**src/rtl/sram_lane_pkg.sv**
```systemverilog
package sram_lane_pkg;

  typedef enum logic [2:0] {
    ST_IDLE,
    ST_RD_ACC,
    ST_RD_REL,
    ST_WR_SET,
    ST_WR_PUL
  } seq_state_t;

  // Smallest whole number of clock periods covering a time in picoseconds.
  function automatic int ceil_cycles(input int t_ps, input int period_ps);
    int c;
    c = (t_ps + period_ps - 1) / period_ps;
    return (c < 1) ? 1 : c;
  endfunction

endpackage

```
**src/rtl/sram_phase_timer.sv**
```systemverilog
module sram_phase_timer #(
  parameter int CNT_W = 4
) (
  input  logic             clk,
  input  logic             rst,
  input  logic             load,
  input  logic [CNT_W-1:0] len,
  output logic             zero
);

  logic [CNT_W-1:0] cnt;

  always_ff @(posedge clk) begin
    if (rst)
      cnt <= '0;
    else if (load)
      cnt <= len - CNT_W'(1);
    else if (cnt != '0)
      cnt <= cnt - CNT_W'(1);
  end

  assign zero = (cnt == '0);

endmodule

```
**src/rtl/sram_lane_seq.sv**
```systemverilog
module sram_lane_seq
  import sram_lane_pkg::*;
#(
  parameter int LANES  = 2,
  parameter int CNT_W  = 4,
  parameter int RD_LEN = 6,
  parameter int WP_LEN = 5,
  parameter int TA_LEN = 2
) (
  input  logic             clk,
  input  logic             rst,
  input  logic             req,
  input  logic             req_wr,
  input  logic [LANES-1:0] req_mask,
  input  logic             tmr_zero,
  output logic             tmr_load,
  output logic [CNT_W-1:0] tmr_len,
  output logic             accept,
  output logic             capture,
  output logic             cs_n,
  output logic             oe_n,
  output logic             we_n,
  output logic [LANES-1:0] be_n,
  output logic             dq_oe,
  output logic             done
);

  seq_state_t state, nxt;
  logic       finish;

  always_comb begin
    nxt      = state;
    tmr_load = 1'b0;
    tmr_len  = CNT_W'(1);
    accept   = 1'b0;
    capture  = 1'b0;
    finish   = 1'b0;
    unique case (state)
      ST_IDLE: begin
        if (req && !done) begin
          accept = 1'b1;
          if (req_mask == '0) begin
            finish = 1'b1;
          end else if (req_wr) begin
            nxt      = ST_WR_SET;
            tmr_load = 1'b1;
            tmr_len  = CNT_W'(TA_LEN);
          end else begin
            nxt      = ST_RD_ACC;
            tmr_load = 1'b1;
            tmr_len  = CNT_W'(RD_LEN);
          end
        end
      end
      ST_RD_ACC: begin
        if (tmr_zero) begin
          capture  = 1'b1;
          nxt      = ST_RD_REL;
          tmr_load = 1'b1;
          tmr_len  = CNT_W'(TA_LEN);
        end
      end
      ST_RD_REL: begin
        if (tmr_zero) begin
          nxt    = ST_IDLE;
          finish = 1'b1;
        end
      end
      ST_WR_SET: begin
        if (tmr_zero) begin
          nxt      = ST_WR_PUL;
          tmr_load = 1'b1;
          tmr_len  = CNT_W'(WP_LEN);
        end
      end
      ST_WR_PUL: begin
        if (tmr_zero) begin
          nxt    = ST_IDLE;
          finish = 1'b1;
        end
      end
      default: nxt = ST_IDLE;
    endcase
  end

  // Strobes are registered from the next state so every pin leaves a flop.
  always_ff @(posedge clk) begin
    if (rst) begin
      state <= ST_IDLE;
      cs_n  <= 1'b1;
      oe_n  <= 1'b1;
      we_n  <= 1'b1;
      be_n  <= '1;
      dq_oe <= 1'b0;
      done  <= 1'b0;
    end else begin
      state <= nxt;
      done  <= finish;
      cs_n  <= !(nxt == ST_RD_ACC || nxt == ST_WR_SET || nxt == ST_WR_PUL);
      oe_n  <= !(nxt == ST_RD_ACC);
      we_n  <= !(nxt == ST_WR_PUL);
      dq_oe <= (nxt == ST_WR_PUL);
      if (accept)
        be_n <= ~req_mask;
      else if (nxt == ST_IDLE)
        be_n <= '1;
    end
  end

endmodule

```
**src/rtl/sram_rd_capture.sv**
```systemverilog
module sram_rd_capture #(
  parameter int LANES  = 2,
  parameter int LANE_W = 8
) (
  input  logic                    clk,
  input  logic                    rst,
  input  logic                    capture,
  input  logic [LANES-1:0]        lane_en,
  input  logic [LANES*LANE_W-1:0] din,
  output logic [LANES*LANE_W-1:0] dout
);

  for (genvar g = 0; g < LANES; g++) begin : g_lane
    always_ff @(posedge clk) begin
      if (rst)
        dout[g*LANE_W +: LANE_W] <= '0;
      else if (capture)
        dout[g*LANE_W +: LANE_W] <= lane_en[g] ? din[g*LANE_W +: LANE_W] : '0;
    end
  end

endmodule

```
**src/rtl/sram_lane_ctrl.sv**
```systemverilog
module sram_lane_ctrl
  import sram_lane_pkg::*;
#(
  parameter int ADDR_W        = 19,
  parameter int DATA_W        = 16,
  parameter int LANE_W        = 8,
  parameter int CLK_PERIOD_PS = 10000,
  parameter int T_ACC_PS      = 55000,
  parameter int T_WP_PS       = 45000,
  parameter int T_HZ_PS       = 20000,
  localparam int LANES        = DATA_W / LANE_W
) (
  input  logic              clk,
  input  logic              rst,
  input  logic              req,
  input  logic              req_wr,
  input  logic [LANES-1:0]  req_mask,
  input  logic [ADDR_W-1:0] req_addr,
  input  logic [DATA_W-1:0] req_wdata,
  output logic [DATA_W-1:0] rd_data,
  output logic              done,
  output logic [ADDR_W-1:0] mem_addr,
  output logic              mem_cs_n,
  output logic              mem_oe_n,
  output logic              mem_we_n,
  output logic [LANES-1:0]  mem_be_n,
  output logic [DATA_W-1:0] mem_dq_o,
  output logic              mem_dq_oe,
  input  logic [DATA_W-1:0] mem_dq_i
);

  localparam int RD_CYC  = ceil_cycles(T_ACC_PS, CLK_PERIOD_PS);
  localparam int WP_CYC  = ceil_cycles(T_WP_PS, CLK_PERIOD_PS);
  localparam int TA_CYC  = ceil_cycles(T_HZ_PS, CLK_PERIOD_PS);
  localparam int MAX_A   = (RD_CYC > WP_CYC) ? RD_CYC : WP_CYC;
  localparam int MAX_LEN = (MAX_A > TA_CYC) ? MAX_A : TA_CYC;
  localparam int CNT_W   = $clog2(MAX_LEN + 1);

  logic             tmr_load, tmr_zero, accept, capture;
  logic [CNT_W-1:0] tmr_len;

  sram_phase_timer #(.CNT_W(CNT_W)) u_timer (
    .clk  (clk),
    .rst  (rst),
    .load (tmr_load),
    .len  (tmr_len),
    .zero (tmr_zero)
  );

  sram_lane_seq #(
    .LANES  (LANES),
    .CNT_W  (CNT_W),
    .RD_LEN (RD_CYC),
    .WP_LEN (WP_CYC),
    .TA_LEN (TA_CYC)
  ) u_seq (
    .clk      (clk),
    .rst      (rst),
    .req      (req),
    .req_wr   (req_wr),
    .req_mask (req_mask),
    .tmr_zero (tmr_zero),
    .tmr_load (tmr_load),
    .tmr_len  (tmr_len),
    .accept   (accept),
    .capture  (capture),
    .cs_n     (mem_cs_n),
    .oe_n     (mem_oe_n),
    .we_n     (mem_we_n),
    .be_n     (mem_be_n),
    .dq_oe    (mem_dq_oe),
    .done     (done)
  );

  // Address and write data are latched once per request and held.
  always_ff @(posedge clk) begin
    if (rst) begin
      mem_addr <= '0;
      mem_dq_o <= '0;
    end else if (accept) begin
      mem_addr <= req_addr;
      mem_dq_o <= req_wdata;
    end
  end

  sram_rd_capture #(.LANES(LANES), .LANE_W(LANE_W)) u_cap (
    .clk     (clk),
    .rst     (rst),
    .capture (capture),
    .lane_en (~mem_be_n),
    .din     (mem_dq_i),
    .dout    (rd_data)
  );

endmodule

```
**config.mk**
```make
export PLATFORM = sky130hd
export DESIGN_NAME = sram_lane_ctrl
export DESIGN_NICKNAME = d
export VERILOG_FILES = /design/src/rtl/sram_lane_pkg.sv /design/src/rtl/sram_phase_timer.sv /design/src/rtl/sram_lane_seq.sv /design/src/rtl/sram_rd_capture.sv /design/src/rtl/sram_lane_ctrl.sv
export SDC_FILE = /design/constraint.sdc
export NUM_CORES = 1
export LEC_CHECK = 0
export ABC_AREA = 1
export BUFFER_PORTS_ARGS = -buffer_cell sky130_fd_sc_hd__buf_2
export CAP_MARGIN = 15
export CORE_MARGIN = 3
export CORE_UTILIZATION = 41
export CTS_BUF_LIST = sky130_fd_sc_hd__clkbuf_16
export DETAILED_ROUTE_END_ITERATION = 16
export GPL_TIMING_DRIVEN = 0
export PLACE_DENSITY = 0.77
export RECOVER_POWER = 25
export SYNTH_ARGS = -nofsm -noshare
export SYNTH_HDL_FRONTEND = slang
export SYNTH_SLANG_ARGS = --single-unit
export TNS_END_PERCENT = 20
```
**constraint.sdc**
```tcl
create_clock -name clk -period 1.4 [get_ports clk]
set_clock_uncertainty 0.05 [all_clocks]
set_input_delay 0.21 -clock clk [delete_from_list [all_inputs] [get_ports clk]]
set_output_delay 0.21 -clock clk [all_outputs]
set_load 0.02 [all_outputs]
```
==> reports/summary.txt, run 1 <==
run status - finished with violations
failing checks - negative setup slack
Gate power share - 0.363
Cells after Synth - 316
Leakage Power - 1.75 nW
DR iter-0 viols - 124
Worst EP arrival - 1.72 ns
clk slew on worst S/H paths - 0.05 ns
Worst Path Required - 1.60 ns
Crit Path Category - reg2reg
I/O pin count - 115
syn nets - 374
worst path cell trace - inv_4 > nand2_4 > nor2_4 > nand2_8 > nand2_8 > nor2_4 > nand2_2 > nand2_2 > inv_2 > ha_4 > o211ai_1 > a21oi_2
first-pass GRT wire length - 10200 µm
root buffer cell - clkbuf_16
FF-to-FF path depth - 12
CTS Buffer Depth - 2
vias per cell - 4.88
final-report hold violation count - 0
filler instances - 493
Peak VDD IR - 0.00103 V
CP Depth - 12
quantity of hold-fixing buffers added after cts - 0
Hold Crit Class - in2reg
Total Routing Usage GR - 0.198
vias in the first global route - 2320
Worst-Margin Slew - 0.544 ns
end of the critical path - u_timer.cnt[2]$_SDFFE_PP0P_
slowest CP cell - dfxtp_4
die area - 6840 µm²
gpl congestion - 0.861
Synth cell types - 23
n_diodes - 0
row cnt - 27
Initial Util - 0.430
max cap viols - 0
Clock Latency Late Sink - 0.32 ns
setup_tns - -0.548 ns
Final #Nets - 517
Crit Path Max Fanout - 4
fin crit period - 1.52 ns
CP Capture Type - register
routed wire length - 7340 µm
# clock sinks - 64
total power draw - 6.81 mW
RSZ-0062 raised after global routing - yes
CP delay by family, top - simple AND/OR/NAND/NOR gates
Post-Synthesis Cell Area - 2410 µm²
Sw Share - 0.357
fin worst setup slack - -0.117 ns
flop-to-flop setup slack - -0.12 ns
Final Slew Violations - 0
Yosys Warn Count - 0
Area growth, synth to finish - 55.2%
htree depth - 3
crit share post-route - 1.08
Net Sw Power - 2.43 mW
CTS buffer count - 9
Flop pwr share - 0.341
Buffers & Inverters on Critical Path - 2
DRC violations left - 0
P_int - 4.38 mW
Routed WL per cell - 13.7 µm
post-synthesis sequential area ratio - 0.531
Critical path origin - u_seq.state[2]$_SDFF_PP0_
Power Dens Cells - 1820 nW/µm²
Synth Register Bits - 64
Max Clk Rate - 659 MHz
chip height - 82.7 µm
Worst path max stage delay - 0.37 ns
worst rel slew slack - 0.637
I/O Buffers - 114
drt pass-1 iters - 4
FF-to-FF End - u_timer.cnt[2]$_SDFFE_PP0P_
final setup violating endpoints - 16
vias - 2604
initial antenna violation count - 0
largest net degree at the start of global routing - 11
RR Startpoint - u_seq.state[2]$_SDFF_PP0_
Die W - 82.7 µm
Worst setup SP type - register
antenna viol nets, final - 0
grt ovf - 0
Clock Power Share - 0.296
layout cells sized above 1 - 0.407
CORE AREA - 5610 µm²
HPWL Detailed - 4680 µm
pre-CTS WS - -0.221 ns
CTS tree - built
Mapped Avg Cell Area - 7.63 µm²
-- power groups by stage --
stage / clock network, mW / logic [mW] / registers (mW)
floorplan: 0 / 0.927 / 2.62
global placement: 0 / 1.76 / 2.30
detailed placement: 0 / 1.81 / 2.31
CTS: 2.04 / 2.02 / 2.29
global route: 2.13 / 2.67 / 2.36
finish: 2.01 / 2.47 / 2.32
-- worst min-delay path, delay by kind of cell --
kind                   cells  cell delay [ns]
and+or+nand+nor            2             0.11
buffers and inverters      1             0.07
-- how the worst min path moves through the flow --
| stage | from | endpoint | slack, ns | cells past startpoint |
|---|---|---|---|---|
| global placement | req_wdata[12] | mem_dq_o[12]$_SDFFE_PP0P_ | 0.38 | 3 |
| global route | req_addr[10] | mem_addr[10]$_SDFFE_PP0P_ | 0.06 | 3 |
| floorplan | rst | u_seq.state[0]$_SDFF_PP0_ | 0.26 | 1 |
| finish | req_wdata[3] | mem_dq_o[3]$_SDFFE_PP0P_ | 0.06 | 3 |
| CTS | req_wdata[3] | mem_dq_o[3]$_SDFFE_PP0P_ | 0.05 | 3 |
| detailed placement | req_wdata[3] | mem_dq_o[3]$_SDFFE_PP0P_ | 0.39 | 3 |
-- repair_timing --
action	in CTS	in global routing
gates cloned	0	1
endpoints found under the hold margin	0	0
setup buffers	8	9
setup endpoints to repair	6	48
pin swaps	5	22
gates resized for setup	12	65
-- cell usage in the layout, fill, tap and decap left out --
| master | instances |
|---|---|
| nand3_4 | 1 |
| inv_4 | 3 |
| nor2_4 | 9 |
| clkinv_2 | 1 |
| buf_6 | 7 |
| buf_8 | 2 |
| inv_1 | 8 |
| buf_2 | 97 |
| nor2_1 | 83 |
| inv_6 | 1 |
| nor2_2 | 3 |
| o21ai_1 | 3 |
| nand2_8 | 2 |
| inv_2 | 3 |
| clkbuf_4 | 1 |
| dfxtp_2 | 2 |
| clkbuf_1 | 24 |
| buf_4 | 15 |
| o211ai_1 | 1 |
| clkinv_1 | 4 |
| nand2_1 | 29 |
| clkinvlp_4 | 1 |
| a21oi_1 | 13 |
| nand3_2 | 2 |
| dfxtp_4 | 4 |
| ha_4 | 1 |
| a21oi_2 | 6 |
| nand2_2 | 9 |
| nand3_1 | 16 |
| clkbuf_16 | 11 |
| nand2_4 | 6 |
| dfxtp_1 | 58 |
| nand4_1 | 1 |
| o21ai_0 | 34 |
| clkinv_8 | 1 |
-- synthesized netlist by cell type --
| cell | count | area share |
|---|---|---|
| dfxtp_1 | 64 | 0.53 |
| o211ai_1 | 1 | 0.0031 |
| ha_1 | 1 | 0.0052 |
| a21oi_1 | 19 | 0.039 |
| clkinv_1 | 2 | 0.0031 |
| buf_4 | 1 | 0.0031 |
| nand2_1 | 42 | 0.065 |
| nor2_1 | 92 | 0.14 |
| buf_6 | 3 | 0.014 |
| nand2_4 | 1 | 0.0047 |
| inv_1 | 12 | 0.019 |
| nand3_1 | 19 | 0.039 |
| inv_4 | 1 | 0.0026 |
| clkbuf_1 | 6 | 0.0093 |
| o21ai_0 | 34 | 0.071 |
| nor2_4 | 1 | 0.0047 |
| nand2_8 | 1 | 0.0083 |
| nand4_1 | 1 | 0.0026 |
| nor2_2 | 2 | 0.0052 |
| inv_2 | 3 | 0.0047 |
| o21ai_1 | 3 | 0.0062 |
| buf_2 | 5 | 0.010 |
| nand2_2 | 2 | 0.0052 |
-- logic make-up after synthesis --
logic type,Yosys count,synth area share
AND/OR/NAND/NOR,161,0.279
buffers and inverters,33,0.0659
flip-flops,64,0.531
adder cells (fa/ha/maj),1,0.00519
AO/OA/AOI/OAI,57,0.119
-- per-layer routing --
metal	wire length [µm]	track usage	vias to the layer above
li1	-	-	1290
met1	3010	0.223	1215
met2	3720	0.342	88
met3	510	0.0629	11
met4	99	0.0850	0
met5	0	0	-
-- sequential cells by signal, indices dropped and copies added, names as in the netlist --
register and count:
u_cap.dout 16, u_seq.done 1, mem_addr 19, u_seq.oe_n 1, u_timer.cnt 3, mem_dq_o 16
u_seq.state 3, u_seq.we_n 1, u_seq.cs_n 1, u_seq.dq_oe 1, u_seq.be_n 2
-- stage by stage --
stage,util,instances,cell area [µm²],hold WS (ns)
global placement,0.551,502,3090,0.382
floorplan,-,316,2430,0.256
detailed placement,0.551,502,3090,0.386
CTS,0.616,524,3450,0.0513
finish,0.668,534,3740,0.0568
global route,0.668,534,3740,0.0616
-- cell type report --
cell class	instances	area, µm²	area share
Multi-Input combinational cell	219	1160	0.311
Inverter	18	92.6	0.0247
Buffer	15	106	0.0284
Tap cell	72	90.1	0.0241
Sequential cell	64	1300	0.347
Clock buffer	10	250	0.0668
Clock inverter	4	20.0	0.00535
Timing Repair Buffer	132	723	0.193
Power figures use the tool's default switching activity.
==> run 2, diff against run 1 <==
--- a/config.mk
+++ b/config.mk
@@ -5,7 +5,7 @@
 export SDC_FILE = /design/constraint.sdc
 export NUM_CORES = 1
 export LEC_CHECK = 0
-export ABC_AREA = 1
+export ABC_AREA = 0
 export BUFFER_PORTS_ARGS = -buffer_cell sky130_fd_sc_hd__buf_2
 export CAP_MARGIN = 15
 export CORE_MARGIN = 3
==> constraint.sdc (replaced) <==
create_clock -name clk -period 1.4 [get_ports clk]
set_clock_uncertainty 0.05 [all_clocks]
set_input_delay 0.28 -clock clk [delete_from_list [all_inputs] [get_ports clk]]
set_output_delay 0.28 -clock clk [all_outputs]
set_load 0.02 [all_outputs]
==> run 2 against run 1 <==
The run still ends with negative setup slack left. Count of clock-buffer cells in the layout is 1 lower. Cell count fell by 6.4%. Routed wire length is 8.9% lower. Flip-flop and latch count stayed put. Synthesized cell count shrank 8.5%. Worst setup slack lost 0.077 ns. Utilization down 2.0 points. Critical path type unchanged. Highest routed layer unchanged.
==> reports/summary.txt, run 2 <==
run status - finished with violations
failing checks - negative setup slack
slowest CP cell - dfxtp_2
Synth cell types - 38
Clock Latency Late Sink - 0.32 ns
HPWL Detailed - 4560 µm
Yosys top cell by area - dfxtp_1
row cnt - 27
Reg with most FFs - mem_addr
most common cell after layout, fill and taps aside - buf_2
pre-CTS WS - -0.511 ns
grt ovf - 0
Die W - 83.3 µm
clk slew on worst S/H paths - 0.05 ns
fin crit period - 1.59 ns
Final Slew Violations - 0
setup_tns - -2.15 ns
max reg flops - 19
drt pass-1 iters - 4
I/O Buffers - 113
Net Sw Power - 2.03 mW
CTS buffer count - 9
root buffer cell - clkbuf_16
Cells after Synth - 289
worst path cell trace - nor3_4 > and3_4 > a21oi_4 > and2b_2 > ha_4 > o31a_1 > nor3_2
Sw Share - 0.317
Worst Path Required - 1.59 ns
Total Routing Usage GR - 0.184
Post-Synthesis Cell Area - 2450 µm²
vias - 2479
crit share post-route - 1.14
DRC violations left - 0
Async S/R FF share, synth - 0
Worst path max stage delay - 0.33 ns
Crit Path Max Fanout - 3
Max Clk Rate - 627 MHz
Leakage Power - 1.58 nW
most common cell in the netlist - nand2_1
top cell type's share of synthesized area - 0.523
vias in the first global route - 2272
antenna viol nets, final - 0
I/O pin count - 115
Yosys Warn Count - 0
syn nets - 347
worst rel slew slack - 0.589
RSZ-0062 raised after global routing - yes
fin cells - 500
CTS Buffer Depth - 2
largest net degree at the start of global routing - 13
Routed WL per cell - 13.4 µm
fin worst setup slack - -0.194 ns
Gate power share - 0.323
post-synthesis sequential area ratio - 0.523
gpl congestion - 0.812
EDFF count, synth - 0
initial antenna violation count - 0
Initial Util - 0.434
placed instance count - 474
CTS tree - built
RR Startpoint - u_timer.cnt[2]$_SDFFE_PP0P_
most frequent cells in the layout - buf_2, nand2_1, dfxtp_1, a21oi_1, clkbuf_1
die area - 6940 µm²
Hold Crit Class - in2reg
n_diodes - 0
synth cell count leaders - nand2_1, dfxtp_1, a21oi_1
Worst EP arrival - 1.79 ns
Flop pwr share - 0.352
layout cells sized above 1 - 0.400
Peak VDD IR - 0.00117 V
Final #Nets - 481
max cap viols - 0
Synth Register Bits - 64
Area growth, synth to finish - 49.4%
vias per cell - 4.96
dominant cells by area after synthesis - dfxtp_1, nand2_1, a21oi_1
# clock sinks - 64
CP Capture Type - register
routed wire length - 6690 µm
Critical path origin - u_timer.cnt[2]$_SDFFE_PP0P_
dominant synthesized flop cell - dfxtp_1
CORE AREA - 5640 µm²
Clock Power Share - 0.325
P_int - 4.36 mW
chip height - 83.3 µm
first-pass GRT wire length - 10400 µm
DR iter-0 viols - 95
final-report hold violation count - 0
final setup violating endpoints - 44
quantity of hold-fixing buffers added after cts - 0
Worst-Margin Slew - 0.617 ns
total power draw - 6.39 mW
htree depth - 3
Crit Path Category - reg2reg
Mapped Avg Cell Area - 8.47 µm²
Worst setup SP type - register
Power Dens Cells - 1750 nW/µm²
hold path startpoint - req_mask[0]
top flop regs - mem_addr: 19 flops, mem_dq_o: 16 flops, u_cap.dout: 16 flops
==> run 2: cell type report <==
type                            count  area, µm²
Clock inverter                      7       55.1
Inverter                            4       15.0
Multi-Input combinational cell    202       1160
Tap cell                           72       90.1
Timing Repair Buffer              126        687
Clock buffer                        9        225
Sequential cell                    64       1300
Buffer                             16        124
Fill cell                         499       1980
==> run 2: stage by stage <==
| step | hold slack (ns) | utilization | instance area (µm²) |
|---|---|---|---|
| after floorplan | 0.351 | - | 2450 |
| after global routing | 0.135 | 0.648 | 3660 |
| final | 0.131 | 0.648 | 3660 |
| after CTS | 0.122 | 0.621 | 3500 |
| after detailed placement | 0.391 | 0.551 | 3110 |
| after global placement | 0.385 | 0.551 | 3110 |
==> run 2: per-layer routing <==
metal,share of wire,vias up,GRT usage
li1,-,1236,-
met1,0.44,1160,0.220
met2,0.49,76,0.310
met3,0.058,7,0.0516
met4,0.015,0,0.0773
met5,0,-,0
==> run 2: kinds of logic (layout without fill, tap and decap cells) <==
logic type,count (synthesis),after routing,share of synthesized area
AND/OR/NAND/NOR,133,133,0.262
AO/OA/AOI/OAI,67,67,0.147
flip-flops,64,64,0.523
buffers and inverters,23,162,0.0582
adder cells (fa/ha/maj),1,1,0.00511
multiplexers,1,1,0.00409
==> run 2: critical path, delay by kind of cell, from the launching register on <==
family | cells | cell delay [ns]
AO/OA/AOI/OAI | 2 | 0.15
flip-flops | 1 | 0.33
adder cells (fa/ha/maj) | 1 | 0.17
AND/OR/NAND/NOR | 4 | 0.81
==> run 2: power by group through the flow <==
stage / clock network [mW] / logic (mW) / registers, mW
after floorplan: 0 / 0.896 / 2.46
after global placement: 0 / 1.55 / 2.25
after detailed placement: 0 / 1.58 / 2.26
after CTS: 2.13 / 1.78 / 2.24
after global routing: 2.22 / 2.22 / 2.28
final: 2.08 / 2.06 / 2.25
==> run 2: worst paths after layout <==
check,end,slack (ns),depth (start not counted)
worst min-delay path,u_seq.be_n[0]$_SDFFE_PP1P_,0.13,2
worst min register to register,mem_addr[13]$_SDFFE_PP0P_,0.40,2
worst max register to register,u_timer.cnt[2]$_SDFFE_PP0P_,-0.19,7
worst max-delay path,u_timer.cnt[2]$_SDFFE_PP0P_,-0.19,7
==> run 2: repair_timing <==
| item | CTS | global route |
|---|---|---|
| resized for setup | 27 | 34 |
| setup buffers | 7 | 5 |
| cloned | 0 | 1 |
| endpoints found under the setup margin | 47 | 49 |
| pin swaps | 4 | 25 |
